<file path="config.mk">
export PLATFORM = sky130hd
export DESIGN_NAME = dma_chan_ctl
export DESIGN_NICKNAME = d
export VERILOG_FILES = /design/src/rtl/dma_chan_pkg.sv /design/src/rtl/dma_ctl_reg.sv /design/src/rtl/dma_addr_step.sv /design/src/rtl/dma_xfer_cnt.sv /design/src/rtl/dma_chan_ctl.sv
export SDC_FILE = /design/constraint.sdc
export NUM_CORES = 1
export LEC_CHECK = 0
export BUFFER_PORTS_ARGS = -buffer_cell sky130_fd_sc_hd__buf_2
export CAP_MARGIN = 20
export CORE_MARGIN = 2
export CORE_UTILIZATION = 58
export CTS_BUF_LIST = sky130_fd_sc_hd__clkbuf_2 sky130_fd_sc_hd__clkbuf_4 sky130_fd_sc_hd__clkbuf_8
export CTS_CLUSTER_SIZE = 14
export DETAILED_ROUTE_END_ITERATION = 16
export GPL_TIMING_DRIVEN = 0
export PLACE_DENSITY = 0.84
export SKIP_CTS_REPAIR_TIMING = 1
export SYNTH_ARGS = -nofsm -noshare
export SYNTH_HDL_FRONTEND = slang
export SYNTH_SLANG_ARGS = --single-unit
</file>
<file path="constraint.sdc">
create_clock -name clk_i -period 3.4 [get_ports clk_i]
set_clock_uncertainty 0.2 [all_clocks]
set_input_delay 0.34 -clock clk_i [delete_from_list [all_inputs] [get_ports clk_i]]
set_output_delay 0.34 -clock clk_i [all_outputs]
set_load 0.02 [all_outputs]
</file>
<file path="src/rtl/dma_chan_pkg.sv">
package dma_chan_pkg;
  typedef struct packed {
    logic master_en;
    logic irq_en;
    logic auto_req;
    logic step_dec;
    logic step_en;
    logic size_word;
    logic chan_en;
  } ctrl_t;

  localparam int unsigned CTRL_W = $bits(ctrl_t);

  typedef enum logic [1:0] {
    REG_CTRL = 2'd0,
    REG_ADDR = 2'd1,
    REG_CNT  = 2'd2,
    REG_NONE = 2'd3
  } reg_sel_e;
endpackage

</file>
<file path="src/rtl/dma_ctl_reg.sv">
module dma_ctl_reg
  import dma_chan_pkg::*;
#(
  parameter int unsigned DW = 16
) (
  input  logic          clk_i,
  input  logic          rst_ni,
  input  logic          rd_i,
  input  logic          wr_i,
  input  logic [DW-1:0] wdata_i,
  input  logic          done_i,
  output ctrl_t         ctrl_o,
  output logic          irq_o
);
  ctrl_t ctrl_q, ctrl_new;
  logic  armed_q, pend_q, rearm;

  always_comb begin
    ctrl_new = ctrl_t'(wdata_i[CTRL_W-1:0]);
    ctrl_new.chan_en = wdata_i[0] & (ctrl_q.chan_en | armed_q);
  end

  assign rearm = wr_i & ctrl_new.chan_en & ~ctrl_q.chan_en;

  always_ff @(posedge clk_i or negedge rst_ni) begin
    if (!rst_ni) begin
      ctrl_q  <= '0;
      armed_q <= 1'b0;
      pend_q  <= 1'b0;
    end else begin
      if (rd_i) armed_q <= ~ctrl_q.chan_en;
      if (wr_i) begin
        ctrl_q  <= ctrl_new;
        armed_q <= 1'b0;
      end
      if (done_i) ctrl_q.chan_en <= 1'b0;
      if (done_i) pend_q <= 1'b1;
      else if (rearm || (wr_i && !ctrl_new.irq_en)) pend_q <= 1'b0;
    end
  end

  assign ctrl_o = ctrl_q;
  assign irq_o  = pend_q & ctrl_q.irq_en;

  AST_ARM_NEEDS_READ: assert property (@(posedge clk_i) disable iff (!rst_ni)
    $rose(ctrl_q.chan_en) |-> $past(armed_q));
  AST_PEND_FROM_DONE: assert property (@(posedge clk_i) disable iff (!rst_ni)
    $rose(pend_q) |-> $past(done_i));
endmodule

</file>
<file path="src/rtl/dma_addr_step.sv">
module dma_addr_step #(
  parameter int unsigned AW = 16
) (
  input  logic          clk_i,
  input  logic          rst_ni,
  input  logic          wr_i,
  input  logic [AW-1:0] wdata_i,
  input  logic          xfer_i,
  input  logic          step_en_i,
  input  logic          step_dec_i,
  input  logic          size_word_i,
  output logic [AW-1:0] addr_o
);
  localparam logic [AW-1:0] STEP_B = AW'(1);
  localparam logic [AW-1:0] STEP_W = AW'(2);

  logic [AW-1:0] addr_q, step, stepped;

  assign step    = size_word_i ? STEP_W : STEP_B;
  assign stepped = step_dec_i ? addr_q - step : addr_q + step;

  always_ff @(posedge clk_i or negedge rst_ni) begin
    if (!rst_ni)                 addr_q <= '0;
    else if (wr_i)               addr_q <= wdata_i;
    else if (xfer_i && step_en_i) addr_q <= stepped;
  end

  assign addr_o = addr_q;

  AST_ADDR_FIXED: assert property (@(posedge clk_i) disable iff (!rst_ni)
    (!wr_i && !(xfer_i && step_en_i)) |=> $stable(addr_q));
endmodule

</file>
<file path="src/rtl/dma_xfer_cnt.sv">
module dma_xfer_cnt #(
  parameter int unsigned CW = 16
) (
  input  logic          clk_i,
  input  logic          rst_ni,
  input  logic          wr_i,
  input  logic [CW-1:0] wdata_i,
  input  logic          xfer_i,
  output logic [CW-1:0] cnt_o,
  output logic          done_o
);
  localparam logic [CW-1:0] ONE = CW'(1);

  logic [CW-1:0] cnt_q;

  always_ff @(posedge clk_i or negedge rst_ni) begin
    if (!rst_ni)     cnt_q <= '0;
    else if (wr_i)   cnt_q <= wdata_i;
    else if (xfer_i) cnt_q <= cnt_q - ONE;
  end

  assign cnt_o  = cnt_q;
  assign done_o = xfer_i & ~wr_i & (cnt_q == ONE);

  AST_CNT_STEP: assert property (@(posedge clk_i) disable iff (!rst_ni)
    (xfer_i && !wr_i) |=> cnt_q == $past(cnt_q) - ONE);
endmodule

</file>
<file path="src/rtl/dma_chan_ctl.sv">
module dma_chan_ctl
  import dma_chan_pkg::*;
#(
  parameter int unsigned DW = 16,
  parameter int unsigned AW = 16,
  parameter int unsigned CW = 16
) (
  input  logic          clk_i,
  input  logic          rst_ni,
  input  logic          sel_i,
  input  logic          wr_i,
  input  logic [1:0]    addr_i,
  input  logic [DW-1:0] wdata_i,
  output logic [DW-1:0] rdata_o,
  input  logic          req_i,
  output logic          xfer_o,
  output logic [AW-1:0] src_addr_o,
  output logic          size_word_o,
  output logic          irq_o
);
  ctrl_t         ctrl;
  logic          active, xfer, done;
  logic          wr_ctl, wr_addr, wr_cnt, rd_ctl;
  logic [AW-1:0] addr;
  logic [CW-1:0] cnt;

  assign wr_ctl  = sel_i & wr_i & (reg_sel_e'(addr_i) == REG_CTRL);
  assign wr_addr = sel_i & wr_i & (reg_sel_e'(addr_i) == REG_ADDR);
  assign wr_cnt  = sel_i & wr_i & (reg_sel_e'(addr_i) == REG_CNT);
  assign rd_ctl  = sel_i & ~wr_i & (reg_sel_e'(addr_i) == REG_CTRL);

  dma_ctl_reg #(.DW(DW)) u_ctl (
    .clk_i, .rst_ni, .rd_i(rd_ctl), .wr_i(wr_ctl), .wdata_i,
    .done_i(done), .ctrl_o(ctrl), .irq_o
  );

  assign active = ctrl.master_en & ctrl.chan_en;
  assign xfer   = active & (ctrl.auto_req | req_i);

  dma_addr_step #(.AW(AW)) u_addr (
    .clk_i, .rst_ni, .wr_i(wr_addr), .wdata_i(AW'(wdata_i)), .xfer_i(xfer),
    .step_en_i(ctrl.step_en), .step_dec_i(ctrl.step_dec),
    .size_word_i(ctrl.size_word), .addr_o(addr)
  );

  dma_xfer_cnt #(.CW(CW)) u_cnt (
    .clk_i, .rst_ni, .wr_i(wr_cnt), .wdata_i(CW'(wdata_i)), .xfer_i(xfer),
    .cnt_o(cnt), .done_o(done)
  );

  always_comb begin
    rdata_o = '0;
    if (sel_i && !wr_i) begin
      unique case (reg_sel_e'(addr_i))
        REG_CTRL: rdata_o = DW'(ctrl);
        REG_ADDR: rdata_o = DW'(addr);
        REG_CNT:  rdata_o = DW'(cnt);
        default:  rdata_o = '0;
      endcase
    end
  end

  assign xfer_o      = xfer;
  assign src_addr_o  = addr;
  assign size_word_o = ctrl.size_word;

  AST_IDLE_NO_XFER: assert property (@(posedge clk_i) disable iff (!rst_ni)
    !ctrl.chan_en |-> !xfer_o);
  AST_LAST_CLEARS: assert property (@(posedge clk_i) disable iff (!rst_ni)
    (xfer_o && cnt == CW'(1) && !wr_ctl && !wr_cnt) |=> !ctrl.chan_en);
  AST_MASTER_GATES: assert property (@(posedge clk_i) disable iff (!rst_ni)
    (!ctrl.master_en && !wr_addr) |=> $stable(src_addr_o));
endmodule

</file>
* After elaboration in Yosys (flattened, before gate mapping)
Cells that the tools add are included.
Cells by class: eq/ne operators 3, reductions and logical operators 12, add/subtract/negate cells 3, mux-type cells 14, bitwise gates (word level) 19
Operator list (count):
- $mux W16 | 6
- $pmux W16 S3 | 1
- $add A16 B16 Y16 | 1
- $eq A16 B1 Y1 const B | 1
- $sub A16 B1 Y16 const B | 1
- $sub A16 B16 Y16 | 1
- $and A1 B1 Y1 | 14
- $reduce_bool A2 Y1 | 5
- $mux W1 | 6
- $logic_and A1 B1 Y1 | 3
- $not A1 Y1 | 3
- $eq A2 B1 Y1 const B | 1
- $eq A2 B2 Y1 const B | 1
- $logic_not A1 Y1 | 2
- $logic_not A2 Y1 | 1
- $mux W2 | 1
- $or A1 B1 Y1 | 2
- $logic_or A1 B1 Y1 | 1
Word-level totals: register bits 41, output and inout bits 35, bits of input ports 23, logic and storage cells 62

* Longest topological paths before layout
word-level depth 7, mapped depth 11, gate-level depth less buffers 11

* By module
From an unflattened synthesis, not the netlist that was laid out.
Unflattened totals: cells, all modules 402, area, all modules 3459.6 um^2
By module, submodules not included:
- dma_addr_step | cells an instance 195, sequential area each 400.4 um^2, area each 1576.5 um^2, times used 1
- dma_xfer_cnt | cells an instance 119, sequential area each 400.4 um^2, area each 1063.5 um^2, times used 1
- dma_chan_ctl | cells an instance 63, sequential area each 0.0 um^2, area each 456.7 um^2, times used 1
- dma_ctl_reg | cells an instance 25, sequential area each 225.2 um^2, area each 362.8 um^2, times used 1

* Worst setup path after synthesis
OpenSTA, ideal clock, no wires.
path kind reg-to-reg, from reg u_ctl.ctrl_q, in the netlist u_ctl.ctrl_o[3], to reg u_addr.addr_q[14], in the netlist u_addr.addr_o[14], setup time 0.126 ns, clock period less this slack 2.715 ns, arrival 2.389 ns, data required time 3.074 ns, slack 0.685 ns, cell stages (with the launch flop) 10, buffers on the path 0, cell sequence dfrtp_1 -> nand2_1 -> fa_1 -> nor2b_4 -> o21ai_2 -> a21oi_2 -> o221a_4 -> a311oi_2 -> and4b_1 -> o32a_1
On the way: cells in the longest elaborated chain, start to end 3
RTL lines:
- start: declaration | RTL line dma_ctl_reg.sv:15 | ctrl_t ctrl_q, ctrl_new;
- start signal: assignment | RTL line dma_ctl_reg.sv:33 | ctrl_q <= ctrl_new;
- $mux W16 | RTL line dma_addr_step.sv:20 | assign stepped = step_dec_i ? addr_q - step : addr_q + step;
- $mux W16 | RTL line dma_addr_step.sv:25 | else if (xfer_i && step_en_i) addr_q <= stepped;
- $mux W16 | RTL line dma_addr_step.sv:24 | else if (wr_i) addr_q <= wdata_i;
- end signal: assignment | RTL line dma_addr_step.sv:24
- end signal: assignment | RTL line dma_addr_step.sv:25
- end: declaration | RTL line dma_addr_step.sv:17 | logic [AW-1:0] addr_q, step, stepped;
Every way passes these cells. The select of a mux whose other input is x is not followed. A chain may end at the register's enable or synchronous reset.

* Final worst setup path
Same ends and word-level chain as after synthesis.

==> results_dict.tcl <==
set metrics [dict create \
    placedInstanceArea_mm2 0.00350 \
    syn_inst 379 \
    power_mw 2.99 \
    outcome "finished, violations left" \
    clockBufferDepth 2 \
    postLayoutCellArea_mm2 0.00360 \
    period_needed_ps 3170 \
    synth_area_mm2 0.00313 \
    clkPwrFrac_pct 13.0 \
    drt_wl_total_mm 8.74 \
    worstSetupPathType "flip-flop to flip-flop" \
    fin_nets 482 \
    antenna_found_initial 0 \
    grt_max_degree 42 \
    dp_hpwl_mm 6.48 \
    gp_congestion 0.918 \
    slowest_stage "dfrtp_1" \
    fillers 425 \
    fmax_ghz 0.316 \
    track_usage_pct 30.3 \
    design.core.area_mm2 0.00517 \
    yosysWarnings 0 \
    slew_violations 0 \
    reg2reg_depth 9 \
    start_util_pct 60.6 \
    period_share_pct 93.1 \
    setup_viol 0 \
    cts_inserted_buffers 5 \
    yosysUniqueCellTypes 55 \
    dr.pass1.iters 5 \
    drt_iter0_markers 257 \
    rrSetupSlack_ps 230 \
    p_per_area_mw_per_mm2 830 \
    ios 58 \
    power.internal_mw 1.60 \
    io_buffers 55 \
    r2r_end "u_addr.addr_o[14]" \
    num_antenna_cells 0 \
    whs_ps -32.5 \
    multiInputGateArea_mm2 0.00200 \
    tns_ps 0 \
    clk_pin_slew_ps 80 \
    avgRoutedWirePerCell_um 17.1 \
    path_cells "nand2_1 -> fa_1 -> nor2b_4 -> o21ai_2 -> a21oi_2 -> o221a_4 -> a311oi_2 -> and4b_1 -> o32a_1" \
    rsz0062_at_grt "no" \
    swShare_pct 46.4 \
    grt_overflow_total 0 \
    cap_violations 0 \
    cpPeakStageDelay_ps 830 \
    vias 3152 \
    syn-num-nets 420 \
    drc 0 \
    ant_nets 0 \
    synth_seq_cells 41 \
    slew_headroom_pct 37.0 \
    violations "hold timing" \
    syn_area_per_cell_um2 8.27 \
    grt_pass1_wl_mm 14.5 \
    placed_cells 504 \
    p_sw_mw 1.39 \
    grt_pass1_vias 3051 \
    drive_gt1_share_pct 21.8 \
    ir_worst_vdd_v 0.000475 \
    finalHoldViolations 22 \
    clk_latency_ps 300 \
    pwr-share-seq_pct 30.9 \
    r2r-start "u_ctl.ctrl_o[3]" \
    min_path_type "input port to asynchronous set/reset pin" \
    die_area_mm2 0.00601 \
    htree_levels 2 \
    final-seq-area_mm2 0.00103 \
    die_h_um 77.5 \
    synth_edf_count 0 \
    cp.required_ps 3390 \
    worstMarginPinSlew_ps 945 \
    vias_per_cell 6.17 \
    synth_ff_type "dfrtp_1" \
    fin_cells 511 \
    rows 26 \
    syn2layout_area_growth_pct 14.9 \
    leakagePower_nw 1.65 \
    die_w_um 77.5 \
    ys_async_sr_fraction_pct 100 \
    p_comb_share_pct 56.1 \
    clock-sinks 41 \
    critical_path.max_fanout 20 \
    end_kind "flip-flop" \
    path_buf_inv 0 \
    cp.arrival_ps 3150 \
    root_buffer "clkbuf_8" \
    ys_seq_area_share_pct 32.7 \
    cts_tree "done" \
    worst_setup_path_start_kind "flip-flop" \
    path_delay_family "compound AO/OA/AOI/OAI gates" \
]
==> through the flow <==
stage	worst slack [ps]	util, %
6_report	234	69.6
5_1_grt	55.7	69.6
4_1_cts	257	69.6
3_5_place_dp	269	67.6
3_3_place_gp	345	67.6
2_1_floorplan	685	-
==> placed cells by master, fill, tap and decap left out, drive strengths merged, types with 9 or more instances in the layout <==
cell type  instances
nand2             38
ha                17
mux2i             10
nor2b              9
nor2              67
buf               63
a21oi             45
xnor2             13
inv                9
a22oi              9
o21ai             18
dfrtp             41
clkbuf            14
==> area by class of cell <==
| type | count | share of cell area (%) |
|---|---|---|
| buffer | 17 | 2.02 |
| clock buffer | 5 | 1.91 |
| clock inverter | 2 | 0.973 |
| inverter | 9 | 0.938 |
| multi-input combinational | 312 | 55.6 |
| sequential | 41 | 28.5 |
| tap | 70 | 2.43 |
| timing repair buffer | 55 | 7.65 |
==> cell families (layout without fill, tap and decap cells) <==
logic type / count (synthesis) / after routing / share of synthesized area (%)
buf+inv: 26 / 88 / 3.39
fa+ha+maj: 18 / 18 / 7.43
simple gates: 156 / 156 / 23.8
flops: 41 / 41 / 32.7
mux: 17 / 17 / 5.71
compound gates: 100 / 100 / 21.0
xor+xnor: 21 / 21 / 5.87
==> state kept, by name, summed over array words and instances, names as in the netlist <==
signal and flops:
u_addr.addr_o 16, u_cnt.cnt_o 16, u_ctl.ctrl_o 7, u_ctl.armed_q 1, u_ctl.pend_q 1
==> how the worst max path moves through the flow <==
stage | startpoint | end | slack [ps] | cells past startpoint
after CTS | u_ctl.ctrl_o[3] | u_addr.addr_o[14] | 260 | 9
after detailed placement | u_ctl.ctrl_o[3] | u_addr.addr_o[14] | 270 | 9
final | u_ctl.ctrl_o[3] | u_addr.addr_o[14] | 230 | 9
after floorplan | u_ctl.ctrl_o[3] | u_addr.addr_o[14] | 690 | 9
after global placement | u_ctl.ctrl_o[3] | u_addr.addr_o[14] | 340 | 9
after global routing | u_ctl.ctrl_o[3] | u_addr.addr_o[15] | 60 | 10
==> power by group through the flow <==
stage          clock network [mW]  logic [mW]  registers (mW)
2_1_floorplan                   0        1.17           0.970
3_3_place_gp                    0        1.58           0.918
3_5_place_dp                    0        1.64           0.923
4_1_cts                     0.388        1.66           0.915
5_1_grt                     0.412        1.85           0.946
6_report                    0.388        1.68           0.922
==> cell usage after synthesis, drive strengths merged, types with 5 or more instances <==
| cell | instances | area share (%) |
|---|---|---|
| clkbuf | 9 | 1.1 |
| inv | 9 | 1.1 |
| nand2 | 38 | 4.6 |
| mux2 | 7 | 2.5 |
| o21ai | 18 | 3.0 |
| xor2 | 8 | 2.2 |
| mux2i | 10 | 3.2 |
| a21oi | 45 | 7.4 |
| ha | 17 | 6.8 |
| a22oi | 9 | 2.2 |
| nor2 | 67 | 8.0 |
| and3 | 5 | 1.0 |
| dfrtp | 41 | 33 |
| buf | 8 | 1.2 |
| nand3 | 7 | 1.1 |
| nor3 | 8 | 1.4 |
| nor2b | 9 | 2.2 |
| xnor2 | 13 | 3.6 |
| nor4 | 6 | 1.9 |
==> routing by layer <==
| layer | track usage [%] | wire [um] |
|---|---|---|
| met5 | 0 | 0 |
| met4 | 13.0 | 352 |
| met3 | 6.74 | 703 |
| met2 | 49.0 | 4150 |
| met1 | 39.1 | 3530 |
Power figures use the tool's default switching activity.
